### src/rtl/tsw_pkg.sv
package tsw_pkg;
  // number of tag bits spent on the slot index for a group of `fan` inputs
  function automatic int sel_width(input int fan);
    return (fan > 1) ? $clog2(fan) : 0;
  endfunction
endpackage

### src/rtl/tsw_rr_arb.sv
module tsw_rr_arb #(
  parameter int FAN = 4,
  localparam int CW = (FAN > 1) ? $clog2(FAN) : 1
) (
  input  logic           clk,
  input  logic           rst_n,
  input  logic [FAN-1:0] pend,
  input  logic           ready,
  output logic [FAN-1:0] grant,
  output logic [CW-1:0]  win,
  output logic           any
);
  logic [CW-1:0] cursor;
  logic          accept;

  // rotating search starting at the cursor; returns {found, index}
  function automatic logic [CW:0] rr_pick(input logic [FAN-1:0] p, input logic [CW-1:0] cur);
    logic [CW-1:0] idx;
    logic          found;
    logic [CW-1:0] sel;
    found = 1'b0;
    sel   = '0;
    for (int r = 0; r < FAN; r++) begin
      idx = CW'((int'(cur) + r) % FAN);
      if (!found && p[idx]) begin
        found = 1'b1;
        sel   = idx;
      end
    end
    return {found, sel};
  endfunction

  function automatic logic [CW-1:0] step(input logic [CW-1:0] w);
    return (int'(w) == FAN - 1) ? '0 : CW'(int'(w) + 1);
  endfunction

  always_comb begin
    {any, win} = rr_pick(pend, cursor);
    accept     = any && ready;
    grant      = '0;
    if (accept) grant[win] = 1'b1;
  end

  always_ff @(posedge clk or negedge rst_n) begin
    if (!rst_n)      cursor <= '0;
    else if (accept) cursor <= step(win);
  end

  a_r5_one_grant: assert property (@(posedge clk) disable iff (!rst_n) $onehot0(grant));
  a_r5_grant_pending: assert property (@(posedge clk) disable iff (!rst_n)
    (grant & ~pend) == '0);
  a_r6_cursor_moves: assert property (@(posedge clk) disable iff (!rst_n)
    (|grant) |=> (cursor == step($past(win))));
  a_r6_cursor_holds: assert property (@(posedge clk) disable iff (!rst_n)
    !(|grant) |=> $stable(cursor));
  a_r7_no_grant_stalled: assert property (@(posedge clk) disable iff (!rst_n)
    !ready |-> (grant == '0));
endmodule

### src/rtl/tsw_rsp_steer.sv
module tsw_rsp_steer #(
  parameter int FAN    = 4,
  parameter int TAG_W  = 4,
  parameter int DATA_W = 8,
  localparam int SW     = tsw_pkg::sel_width(FAN),
  localparam int OTAG_W = TAG_W + SW
) (
  input  logic                    clk,
  input  logic                    rst_n,
  input  logic                    rsp_valid,
  input  logic [OTAG_W-1:0]       rsp_tag,
  input  logic [DATA_W-1:0]       rsp_data,
  output logic [FAN-1:0]          slot_valid,
  output logic [FAN*TAG_W-1:0]    slot_tag,
  output logic [FAN*DATA_W-1:0]   slot_data
);
  logic [SW-1:0]    slot;
  logic [TAG_W-1:0] orig_tag;

  assign slot     = rsp_tag[SW-1:0];
  assign orig_tag = rsp_tag[OTAG_W-1:SW];

  for (genvar k = 0; k < FAN; k++) begin : g_slot
    assign slot_valid[k]                   = rsp_valid && (slot == SW'(k));
    assign slot_tag[k*TAG_W +: TAG_W]      = orig_tag;
    assign slot_data[k*DATA_W +: DATA_W]   = rsp_data;
  end

  a_r8_single_target: assert property (@(posedge clk) disable iff (!rst_n)
    rsp_valid |-> $onehot(slot_valid));
  a_r9_idle_silent: assert property (@(posedge clk) disable iff (!rst_n)
    !rsp_valid |-> (slot_valid == '0));
endmodule

### src/rtl/tagged_req_switch.sv
module tagged_req_switch #(
  parameter int NUM_OUT = 2,
  parameter int FAN     = 4,
  parameter int ADDR_W  = 16,
  parameter int TAG_W   = 4,
  parameter int DATA_W  = 8,
  localparam int NUM_IN = NUM_OUT * FAN,
  localparam int SW     = tsw_pkg::sel_width(FAN),
  localparam int OTAG_W = TAG_W + SW
) (
  input  logic                        clk,
  input  logic                        rst_n,
  input  logic [NUM_IN-1:0]           in_req_valid,
  output logic [NUM_IN-1:0]           in_req_ready,
  input  logic [NUM_IN*ADDR_W-1:0]    in_req_addr,
  input  logic [NUM_IN-1:0]           in_req_write,
  input  logic [NUM_IN*TAG_W-1:0]     in_req_tag,
  output logic [NUM_IN-1:0]           in_rsp_valid,
  output logic [NUM_IN*TAG_W-1:0]     in_rsp_tag,
  output logic [NUM_IN*DATA_W-1:0]    in_rsp_data,
  output logic [NUM_OUT-1:0]          out_req_valid,
  input  logic [NUM_OUT-1:0]          out_req_ready,
  output logic [NUM_OUT*ADDR_W-1:0]   out_req_addr,
  output logic [NUM_OUT-1:0]          out_req_write,
  output logic [NUM_OUT*OTAG_W-1:0]   out_req_tag,
  input  logic [NUM_OUT-1:0]          out_rsp_valid,
  input  logic [NUM_OUT*OTAG_W-1:0]   out_rsp_tag,
  input  logic [NUM_OUT*DATA_W-1:0]   out_rsp_data
);
  if (FAN == 1) begin : g_direct
    assign out_req_valid = in_req_valid;
    assign out_req_addr  = in_req_addr;
    assign out_req_write = in_req_write;
    assign out_req_tag   = in_req_tag;
    assign in_req_ready  = out_req_ready;
    assign in_rsp_valid  = out_rsp_valid;
    assign in_rsp_tag    = out_rsp_tag;
    assign in_rsp_data   = out_rsp_data;

    a_r1_tag_kept: assert property (@(posedge clk) disable iff (!rst_n)
      (out_req_tag == in_req_tag) && (in_rsp_tag == out_rsp_tag));
  end else begin : g_switch
    for (genvar o = 0; o < NUM_OUT; o++) begin : g_out
      localparam int BASE = o * FAN;
      logic [FAN-1:0]    grant;
      logic [SW-1:0]     win;
      logic              any;
      logic [ADDR_W-1:0] w_addr;
      logic [TAG_W-1:0]  w_tag;
      logic              w_write;

      tsw_rr_arb #(.FAN(FAN)) u_arb (
        .clk   (clk),
        .rst_n (rst_n),
        .pend  (in_req_valid[BASE +: FAN]),
        .ready (out_req_ready[o]),
        .grant (grant),
        .win   (win),
        .any   (any)
      );

      assign w_addr  = in_req_addr[(BASE + int'(win))*ADDR_W +: ADDR_W];
      assign w_tag   = in_req_tag[(BASE + int'(win))*TAG_W +: TAG_W];
      assign w_write = in_req_write[BASE + int'(win)];

      assign in_req_ready[BASE +: FAN]          = grant;
      assign out_req_valid[o]                   = any;
      assign out_req_addr[o*ADDR_W +: ADDR_W]   = w_addr;
      assign out_req_write[o]                   = w_write;
      assign out_req_tag[o*OTAG_W +: OTAG_W]    = {w_tag, win};

      tsw_rsp_steer #(.FAN(FAN), .TAG_W(TAG_W), .DATA_W(DATA_W)) u_steer (
        .clk        (clk),
        .rst_n      (rst_n),
        .rsp_valid  (out_rsp_valid[o]),
        .rsp_tag    (out_rsp_tag[o*OTAG_W +: OTAG_W]),
        .rsp_data   (out_rsp_data[o*DATA_W +: DATA_W]),
        .slot_valid (in_rsp_valid[BASE +: FAN]),
        .slot_tag   (in_rsp_tag[BASE*TAG_W +: FAN*TAG_W]),
        .slot_data  (in_rsp_data[BASE*DATA_W +: FAN*DATA_W])
      );

      a_r3_valid_tracks_group: assert property (@(posedge clk) disable iff (!rst_n)
        out_req_valid[o] == (|in_req_valid[BASE +: FAN]));
      a_r7_stall_blocks_group: assert property (@(posedge clk) disable iff (!rst_n)
        !out_req_ready[o] |-> (in_req_ready[BASE +: FAN] == '0));
    end
  end
endmodule

### config.mk
export PLATFORM = sky130hd
export DESIGN_NAME = tagged_req_switch
export DESIGN_NICKNAME = d
export VERILOG_FILES = /design/src/rtl/tsw_pkg.sv /design/src/rtl/tsw_rr_arb.sv /design/src/rtl/tsw_rsp_steer.sv /design/src/rtl/tagged_req_switch.sv
export SDC_FILE = /design/constraint.sdc
export NUM_CORES = 1
export LEC_CHECK = 0
export BUFFER_PORTS_ARGS = -buffer_cell sky130_fd_sc_hd__buf_2
export CORE_AREA = 5 5 139 141
export CTS_CLUSTER_DIAMETER = 30
export DETAILED_ROUTE_END_ITERATION = 6
export DIE_AREA = 0 0 144 146
export PLACE_DENSITY = 0.53
export SYNTH_ARGS = -nofsm -noshare
export SYNTH_HDL_FRONTEND = slang
export SYNTH_SLANG_ARGS = --single-unit
### constraint.sdc
create_clock -name clk -period 1.5 [get_ports clk]
set_input_delay 0.075 -clock clk [delete_from_list [all_inputs] [get_ports clk]]
set_output_delay 0.075 -clock clk [all_outputs]
set_load 0.05 [all_outputs]
==> qor.csv, run 1 <==
stage,metric,value,unit
run_status,status,"complete, but fails checks",
run_status,violations,negative setup slack,
cts,htreeDepth,1,
setup_path,r2r-end,g_switch.g_out[0].u_arb.cursor[0]$_DFFE_PN0P_,
final_layout,multi_input_area,2620,um^2
setup_path,path_common_cell,mux2i_1,
yosys,avgSynthCellArea,8.51,um^2
place,dp_hpwl,9140,um
cts,clk_pin_slew,0.03,ns
final_layout,layoutNonFillerInstCount,727,
cts,clock_latency,0.22,ns
final_layout,regMostFlops,g_switch.g_out.u_arb.cursor,
sta,hold_viol,0,
setup_path,cp.arrival,2.00,ns
final_layout,fill_cells,1814,
yosys,synthesis.area,2580,um^2
sta,skew,0.0000289,ns
setup_path,required,1.42,ns
sta,tightest_slew,0.408,ns
final_layout,final_net_count,708,
setup_path,crit_path_top_delay_cell,a211o_4,
route,num_vias,2797,
sta,layout_min_cycle_time,2.08,ns
pwr,vdd.ir_drop.worst,0.996,mV
global_route,grt_antenna_before_repair,2,
floorplanning,start_util,14.4,%
route,viasPerCell,3.85,
sta,finalCritPeriodShare,138,%
setup_path,worstPathCellList,nor2b_2 > a21o_1 > a211o_4 > buf_6 > mux2i_1 > mux2i_1 > bufbuf_16,
sta,finalSetupTns,-26.55,ns
sta,max_freq,482,MHz
setup_path,end_kind,primary output,
cts,numCtsBuffers,3,
yosys,synthFlopType,dfrtp_1,
route,dr.pass1.iters,4,
yosys,async_flop_share,100,%
setup_path,crit_family,compound AO/OA/AOI/OAI gates,
worst_hold_path,hold_class,in2out,
cts,cts_root_buf,clkbuf_16,
pwr,p_per_area,1860,nW/um^2
global_route,grt_pass1_wl,15700,um
route,antenna_left,0,
route,drc,0,
final_layout,regArea,103,um^2
global_route,gr-usage-all-layers,9.25,%
pwr,power_leakage,2.43,nW
yosys,synth_edf_count,0,
sta,worst_slack,-0.577,ns
final_layout,largest_reg_flops,4,
floorplanning,placeableCoreArea,17800,um^2
yosys,synth_nets,513,
place,gp_congestion,0.734,
worst_hold_path,whs_path_depth,0,
run,cap_violations,0,
yosys,ys_types,24,
floorplanning,row_count,49,
global_route,grt.overflow.total,0,
final_layout,top_regs,g_switch.g_out.u_arb.cursor x4,
yosys,ys_ff_latch,4,
yosys,synth_cells,303,
cts,cts_tree,yes,
setup_path,reg2reg_from,g_switch.g_out[0].u_arb.cursor[0]$_DFFE_PN0P_,
global_route,grt_max_degree,24,
setup_path,critical-path-max-stage-delay,0.41,ns
setup_path,crit_type,reg2out,
setup_path,r2r_setup_slack,-0.22,ns
final_layout,drive_gt1_share,87.7,%
sta,grt_setup_unrepaired,yes,
final_layout,syn2layout_area_growth,110,%
floorplanning,die_area,21000,um^2
setup_path,start_kind,flip-flop,
route,wirelength,11100,um
yosys,yosysSeqAreaShare,3.88,%
sta,final-max-slew-violation-count,0,
place,portBuffers,249,
sta,relSlewSlack,72.0,%
yosys,yosys_warnings,0,
place,dp.cells,703,
setup_path,worstPathMaxFanout,8,
sta,setup_viol,57,
route,wl_per_cell,15.3,um
setup_path,cp.buffers_inverters,2,
worst_hold_path,min_from,out_rsp_data[12],
worst_hold_path,hold-path-endpoint,in_rsp_data[36],
route,drt_iter0_markers,20,
floorplanning,die_x,144,um
cts,cts_max_path_buffers,2,
floorplanning,die_y,146,um
floorplanning,ios,370,
cts,cts.sinks,4,
setup_path,worstRegToRegCells,7,
global_route,grt_pass1_vias,3030,
## where the power goes
part / switching [W] / internal [W] / leakage [nW]
Combinational: 0.00479 / 0.00461 / 2.35
Sequential: 0.0000609 / 0.000162 / 0.0446
Clock: 0.0000740 / 0.000341 / 0.0370
Total: 0.00493 / 0.00512 / 2.43
## worst reg2reg max path, cell delays in order, from the launching register on
cell and delay [ns]:
dfrtp_1 0.35, nor2b_1 0.06, a21o_1 0.16, a211o_4 0.37
buf_12 0.17, buf_4 0.13, buf_6 0.11, mux2_2 0.25
## layout by cell type, fill, tap and decap left out, drive strengths merged
| master | n |
|---|---|
| mux2i | 126 |
| nor2b | 4 |
| nor2 | 6 |
| nor3b | 2 |
| and3 | 4 |
| nor3 | 6 |
| dlygate4sd3 | 1 |
| a21o | 2 |
| o21ai | 2 |
| nand2b | 4 |
| nand2 | 7 |
| mux2 | 1 |
| a211o | 2 |
| a21oi | 5 |
| buf | 301 |
| xor2 | 2 |
| and3b | 2 |
| or4 | 1 |
| dfrtp | 4 |
| inv | 6 |
| diode | 2 |
| o32a | 2 |
| clkbuf | 5 |
| bufbuf | 1 |
## synth_stat cells (4+ instances only)
master / n / share of area, %
buf_6: 8 / 3.5
dfrtp_1: 4 / 3.9
nor2b_1: 4 / 0.97
mux2i_1: 126 / 49
inv_2: 4 / 0.58
buf_4: 102 / 30
nand2_1: 7 / 1.0
nand2b_1: 4 / 0.97
buf_2: 4 / 0.78
and3_1: 4 / 0.97
nor3_1: 6 / 1.2
a21oi_1: 5 / 0.97
nor2_1: 6 / 0.87
## timing repair
item                                   4_1_cts  5_1_grt
gates cloned                                 1        1
buffers inserted                             9        8
setup endpoints to repair                   56       58
endpoints found under the hold margin        4        0
gates resized for setup                    146       62
hold buffers                                 1        0
pin swaps                                    2        2
## area by class of cell
type	count	area share (%)
Multi-Input combinational cell	178	48.5
Timing Repair Buffer	305	42.1
Antenna cell	2	0.0924
Tap cell	229	5.29
Sequential cell	4	1.89
Clock buffer	3	1.39
Inverter	6	0.739
## routing by layer
layer	GRT usage (%)	share of wire, %	vias to the layer above
met5	0	0	-
met4	2.17	1.1	0
met3	3.91	15	8
met2	18.2	53	236
met1	8.63	30	1202
li1	-	-	1351
## logic make-up after synthesis
kind of cell	synth area share (%)
multiplexers	49.4
AO/OA/AOI/OAI	3.40
flip-flops	3.88
buffers and inverters	35.1
AND/OR/NAND/NOR	7.52
XOR/XNOR	0.680
## worst max-delay path by stage
stage	startpoint	end	slack, ns	depth (start not counted)
4_1_cts	g_switch.g_out[1].u_arb.cursor[0]$_DFFE_PN0P_	out_req_addr[21]	-0.60	7
3_3_place_gp	g_switch.g_out[1].u_arb.cursor[0]$_DFFE_PN0P_	out_req_addr[31]	-0.49	7
5_1_grt	g_switch.g_out[1].u_arb.cursor[0]$_DFFE_PN0P_	out_req_write[1]	-0.65	7
3_5_place_dp	g_switch.g_out[1].u_arb.cursor[0]$_DFFE_PN0P_	out_req_addr[31]	-0.51	7
6_report	g_switch.g_out[1].u_arb.cursor[0]$_DFFE_PN0P_	out_req_write[1]	-0.58	7
2_1_floorplan	g_switch.g_out[0].u_arb.cursor[1]$_DFFE_PN0P_	out_req_addr[11]	-0.33	5
## metrics by stage
step | total power, W | utilization, % | cell area [um^2] | hold WS, ns | worst slack (ns)
global route | 0.0105 | 30.4 | 5420 | 0.151 | -0.652
CTS | 0.00944 | 28.4 | 5060 | 0.151 | -0.603
detailed placement | 0.00761 | 24.2 | 4310 | -0.0942 | -0.513
global placement | 0.00760 | 24.2 | 4310 | -0.0907 | -0.493
finish | 0.0100 | 30.4 | 5420 | 0.150 | -0.577
floorplan | 0.00665 | - | 3260 | -0.221 | -0.329
Note: power is estimated with default switching activity, not from simulation.
==> inputs of run 2 (changes only) <==
==> constraint.sdc (replaced) <==
create_clock -name clk -period 1.5 [get_ports clk]
set_input_delay 0.075 -clock clk [delete_from_list [all_inputs] [get_ports clk]]
set_output_delay 0.075 -clock clk [all_outputs]
set_load 0.01 [all_outputs]
==> run 2 against run 1 <==
Effect of this change: global-route usage is 0.29 points lower; register-to-register slack gained 0.09 ns; largest power group unchanged; sequential share of layout area rose by 0.56 points; the flow still finishes with violations (negative setup slack); setup slack better by 0.081 ns; count of clock-buffer cells in the layout unchanged; critical path type unchanged; die area did not move; clock skew about the same; fmax up 4.1%; wire length shrank 2.8%; core utilization decreased by 7.5 points; clock power decreased by 1%.
==> qor.csv, run 2 (synthesis results as in run 1) <==
stage,metric,value,unit
run_status,status,"complete, but fails checks",
run_status,violations,negative setup slack,
route,wirelength,10800,um
route,drt_iter0_markers,15,
final_layout,top_regs,g_switch.g_out.u_arb.cursor x4,
pwr,vdd.ir_drop.worst,0.607,mV
sta,max_freq,501,MHz
sta,final-max-slew-violation-count,0,
pwr,power_leakage,2.37,nW
setup_path,required,1.42,ns
sta,hold_viol,0,
route,viasPerCell,3.83,
run,cap_violations,0,
place,pre_cts_slack,-0.313,ns
final_layout,diodes,0,
global_route,gr-usage-all-layers,8.96,%
cts,clock_latency,0.22,ns
pwr,total_power,0.00543,W
setup_path,cp.arrival,1.92,ns
sta,relSlewSlack,78.5,%
sta,setup_viol,56,
cts,cts.sinks,4,
cts,cts_max_path_buffers,2,
cts,clk_pin_slew,0.03,ns
floorplanning,row_count,49,
setup_path,start_kind,flip-flop,
cts,cts_root_buf,clkbuf_16,
cts,numCtsBuffers,3,
setup_path,crit_type,reg2out,
sta,grt_setup_unrepaired,yes,
global_route,grt.overflow.total,0,
pwr,p_per_area,1330,nW/um^2
global_route,grt_max_degree,20,
final_layout,mostFrequentLayoutCells,"buf_2, mux2i_1, buf_4, buf_6, buf_12",
route,wl_per_cell,15.1,um
setup_path,end_kind,primary output,
final_layout,regMostFlops,g_switch.g_out.u_arb.cursor,
place,post_dp_cell_area,3590,um^2
floorplanning,die_area,21000,um^2
route,drc,0,
global_route,grt_antenna_before_repair,1,
sta,skew,0.0000892,ns
final_layout,largest_reg_flops,4,
floorplanning,placeableCoreArea,17800,um^2
floorplanning,ios,370,
route,num_vias,2748,
final_layout,stdcell_area,4080,um^2
route,dr.pass1.iters,3,
sta,finalCritPeriodShare,133,%
final_layout,drive_gt1_share,66.8,%
sta,layout_min_cycle_time,2.00,ns
sta,tightest_slew,0.322,ns
worst_hold_path,hold_class,in2out,
final_layout,layout_commonest_cell,buf_2,
pwr,p_int,0.00313,W
cts,cts_tree,yes,
place,dp.cells,700,
floorplanning,die_y,146,um
place,gp_congestion,0.751,
global_route,grt_pass1_vias,2998,
pwr,p_comb_share,88.3,%
pwr,p_seq_share,4.2,%
setup_path,worstPathMaxFanout,12,
final_layout,layoutNonFillerInstCount,717,
pwr,switching_power,0.00230,W
final_layout,final_net_count,700,
route,antenna_left,0,
floorplanning,die_x,144,um
cts,htreeDepth,1,
final_layout,syn2layout_area_growth,58.1,%
place,dp_hpwl,9060,um
floorplanning,start_util,14.4,%
global_route,grt_pass1_wl,15000,um
pwr,clockPowerShare,7.6,%
sta,worst_slack,-0.495,ns
pwr,switching_share,42.4,%
place,portBuffers,249,
## run 2: cell count changes in the layout (fill, tap and decap cells not counted), sizes merged
cell,before,now
bufbuf,1,0
clkbuf,5,4
clkinv,0,1
buf,301,294
o32a,2,3
diode,2,0
inv,6,5
## run 2: area by class of cell
class | instances | area [um^2]
fillers | 1989 | 13800
inverters | 6 | 35.0
flip-flops and latches | 4 | 100
repair buffers | 296 | 1840
multi-input cells | 179 | 1730
well taps | 229 | 287
clock buffers | 3 | 75.1
## run 2: repair_timing
action,in CTS,in global routing
endpoints found under the setup margin,56,58
resized for setup,39,11
pin swaps,7,5
cloned,4,1
buffers inserted,3,8
endpoints found under the hold margin,4,0
hold buffers,1,0
## run 2: final timing paths
| path | from | end | slack (ns) | cells after the start |
|---|---|---|---|---|
| max | g_switch.g_out[0].u_arb.cursor[0]$_DFFE_PN0P_ | out_req_addr[8] | -0.50 | 7 |
| min | out_rsp_data[2] | in_rsp_data[10] | 0.15 | 0 |
| max reg2reg | g_switch.g_out[1].u_arb.cursor[0]$_DFFE_PN0P_ | g_switch.g_out[1].u_arb.cursor[0]$_DFFE_PN0P_ | -0.13 | 9 |
| min reg2reg | g_switch.g_out[0].u_arb.cursor[0]$_DFFE_PN0P_ | g_switch.g_out[0].u_arb.cursor[0]$_DFFE_PN0P_ | 0.54 | 1 |
| max in group asynchronous | rst_n | g_switch.g_out[0].u_arb.cursor[1]$_DFFE_PN0P_ | 1.16 | 2 |
| min in group asynchronous | rst_n | g_switch.g_out[1].u_arb.cursor[0]$_DFFE_PN0P_ | 0.21 | 2 |
## run 2: power groups by stage
stage / logic [W] / registers, W / clock network, W
5_1_grt: 0.00512 / 0.000235 / 0.000435
4_1_cts: 0.00468 / 0.000213 / 0.000421
3_3_place_gp: 0.00401 / 0.000202 / 0
6_report: 0.00479 / 0.000226 / 0.000411
2_1_floorplan: 0.00278 / 0.000195 / 0
3_5_place_dp: 0.00403 / 0.000201 / 0
## run 2: worst max-delay path, stage by stage (launching register included)
cell	delay, ns
dfrtp_1	0.36
nor2b_2	0.05
a21o_1	0.16
a211o_4	0.39
buf_12	0.17
mux2i_2	0.26
mux2i_1	0.12
buf_2	0.17
## run 2: stage by stage
step	setup TNS [ns]	util, %	hold WS [ns]
finish	-21.49	22.8	0.150
global route	-27.06	22.8	0.150
CTS	-20.88	22.3	0.150
detailed placement	-7.63	20.1	-0.0992
global placement	-7.00	20.1	-0.0989
floorplan	-1.67	-	-0.221
## run 2: metal layers
| metal | up-vias | routed length, um | global-route usage (%) | part of all wire, % |
|---|---|---|---|---|
| met2 | 240 | 5620 | 18.1 | 52 |
| met5 | - | 0 | 0 | 0 |
| li1 | 1341 | - | - | - |
| met4 | 0 | 72 | 0.659 | 0.67 |
| met3 | 8 | 1490 | 3.22 | 14 |
| met1 | 1159 | 3600 | 8.87 | 33 |
==> inputs of run 3 (changes only) <==
--- a/config.mk
+++ b/config.mk
@@ -7,10 +7,12 @@
 export LEC_CHECK = 0
 export BUFFER_PORTS_ARGS = -buffer_cell sky130_fd_sc_hd__buf_2
 export CORE_AREA = 5 5 139 141
+export CTS_BUF_LIST = sky130_fd_sc_hd__clkbuf_16
 export CTS_CLUSTER_DIAMETER = 30
 export DETAILED_ROUTE_END_ITERATION = 6
 export DIE_AREA = 0 0 144 146
 export PLACE_DENSITY = 0.53
+export SKIP_CTS_REPAIR_TIMING = 1
 export SYNTH_ARGS = -nofsm -noshare
 export SYNTH_HDL_FRONTEND = slang
 export SYNTH_SLANG_ARGS = --single-unit
==> run 3 against run 2 <==
Effect of this change: the flow still finishes with violations (negative setup slack); global-route usage fell by 0.60 points; wire length is 0.84% higher; first-iteration DRC count rose by 100%; critical path depth increased by 1; setup slack lost 0.0080 ns.
==> qor.csv, run 3 (synthesis results as in run 1) <==
stage,metric,value,unit
setup_path,end_kind,primary output,
sta,relSlewSlack,80.5,%
floorplanning,die_x,144,um
worst_hold_path,whs_path_depth,0,
global_route,use_met2,16.6,%
cts,cts_tree,yes,
floorplanning,die_y,146,um
place,dp_hpwl,9060,um
floorplanning,placeableCoreArea,17800,um^2
setup_path,critical-path-max-stage-delay,0.40,ns
pwr,vdd.ir_drop.worst,0.634,mV
cts,htreeDepth,1,
setup_path,r2r_setup_slack,-0.08,ns
sta,layout_min_cycle_time,2.00,ns
run_status,status,"complete, but fails checks",
setup_path,worstPathMaxFanout,6,
setup_path,reg2reg_from,g_switch.g_out[1].u_arb.cursor[0]$_DFFE_PN0P_,
global_route,gr-usage-all-layers,8.36,%
place,gp_congestion,0.751,
setup_path,cp.buffers_inverters,3,
sta,worst_slack,-0.503,ns
route,viasPerCell,3.82,
cts,numCtsBuffers,3,
sta,hold_viol,0,
route,antenna_left,0,
final_layout,drive_gt1_share,66.3,%
final_layout,regMostFlops,g_switch.g_out.u_arb.cursor,
global_route,use_met3,3.22,%
worst_hold_path,min_from,out_rsp_data[1],
route,wirelength,10900,um
place,pre_cts_slack,-0.313,ns
sta,finalCritPeriodShare,134,%
setup_path,crit_path_start,g_switch.g_out[1].u_arb.cursor[0]$_DFFE_PN0P_,
final_layout,layout_commonest_cell,buf_2,
route,num_vias,2748,
setup_path,crit_family,compound AO/OA/AOI/OAI gates,
final_layout,fill_cells,2002,
floorplanning,row_count,49,
global_route,grtUsageMet1,8.55,%
place,portBuffers,249,
global_route,grt_antenna_before_repair,1,
cts,clock_latency,0.22,ns
cts,cts.sinks,4,
setup_path,crit_type,reg2out,
pwr,p_per_area,1330,nW/um^2
cts,clk_pin_slew,0.03,ns
route,drt_iter0_markers,30,
sta,final-max-slew-violation-count,0,
route,dr.pass1.iters,4,
global_route,gr-max-usage-layer,met2,
final_layout,diodes,0,
setup_path,cp.arrival,1.93,ns
worst_hold_path,hold_class,in2out,
setup_path,required,1.42,ns
run_status,violations,negative setup slack,
route,wl_per_cell,15.1,um
final_layout,top_regs,g_switch.g_out.u_arb.cursor x4,
sta,skew,0.000177,ns
setup_path,crit_path_top_delay_cell,a211o_4,
setup_path,worstRegToRegCells,7,
setup_path,start_kind,flip-flop,
final_layout,largest_reg_flops,4,
sta,grt_setup_unrepaired,yes,
sta,max_freq,499,MHz
run,cap_violations,0,
floorplanning,ios,370,
global_route,grt_pass1_wl,14100,um
floorplanning,die_area,21000,um^2
final_layout,stdcell_area,4080,um^2
setup_path,cp_num_cells,8,
sta,setup_viol,57,
cts,cts_root_buf,clkbuf_16,
final_layout,syn2layout_area_growth,58.4,%
final_layout,final_net_count,702,
floorplanning,start_util,14.4,%
global_route,grt.overflow.total,0,
global_route,grt_pass1_vias,2862,
setup_path,r2r-end,g_switch.g_out[1].u_arb.cursor[1]$_DFFE_PN0P_,
route,drc,0,
cts,cts_max_path_buffers,2,
place,post_dp_cell_area,3590,um^2
worst_hold_path,hold-path-endpoint,in_rsp_data[17],
sta,tightest_slew,0.285,ns
final_layout,mostFrequentLayoutCells,"buf_2, mux2i_1, buf_4, buf_6, clkbuf_16",
global_route,grt_max_degree,25,
setup_path,worstPathCellList,nor2b_2 > a21o_1 > a211o_4 > buf_12 > buf_12 > mux2i_1 > mux2i_1 > buf_2,
pwr,power_leakage,2.38,nW
run 3: changes by cell type in the layout (fill, tap and decap cells not counted), sizes merged:
cell	delta
clkbuf	+5
buf	-3
run 3: worst max-delay path by stage:
stage / to
floorplan: out_req_write[0]
global placement: out_req_addr[8]
detailed placement: out_req_addr[8]
CTS: out_req_addr[8]
global route: out_req_tag[9]
finish: out_req_addr[24]
run 3: layout make-up:
cell class | instances | area [um^2] | area share (%)
timing repair buffer | 298 | 1880 | 46.0
multi-input combinational | 179 | 1710 | 41.8
tap | 229 | 287 | 7.02
sequential | 4 | 100 | 2.45
clock buffer | 3 | 75.1 | 1.84
inverter | 6 | 35.0 | 0.858
run 3: per-stage QoR:
step           utilization [%]  instances  hold WS (ns)  setup TNS [ns]  power, W
2_1_floorplan                -        303        -0.221           -1.67   0.00298
3_3_place_gp              20.1        700       -0.0989           -7.00   0.00421
3_5_place_dp              20.1        700       -0.0992           -7.63   0.00423
4_1_cts                   20.5        703        -0.336          -20.73   0.00467
5_1_grt                   22.9        719         0.150          -28.06   0.00579
6_report                  22.9        719         0.150          -22.22   0.00543
run 3: where the power goes:
part / leakage (nW) / internal (W) / total (W) / switching, W
combinational: 2.30 / 0.00266 / 0.00479 / 0.00213
clock: 0.0370 / 0.000340 / 0.000414 / 0.0000731
sequential: 0.0469 / 0.000157 / 0.000220 / 0.0000631
total: 2.38 / 0.00316 / 0.00543 / 0.00227
run 3: worst reg2reg max path, stage by stage, from the launching register on:
cell	delay, ns
dfrtp_1	0.39
nor2b_2	0.06
buf_4	0.14
o32a_4	0.39
buf_6	0.15
buf_6	0.11
xor2_1	0.14
o21ai_1	0.12
run 3: per-layer routing:
layer  wire length, um  part of all wire, %
met3              1480                   14
met2              5710                   52
met4                25                 0.23
met1              3670                   34
met5                 0                    0
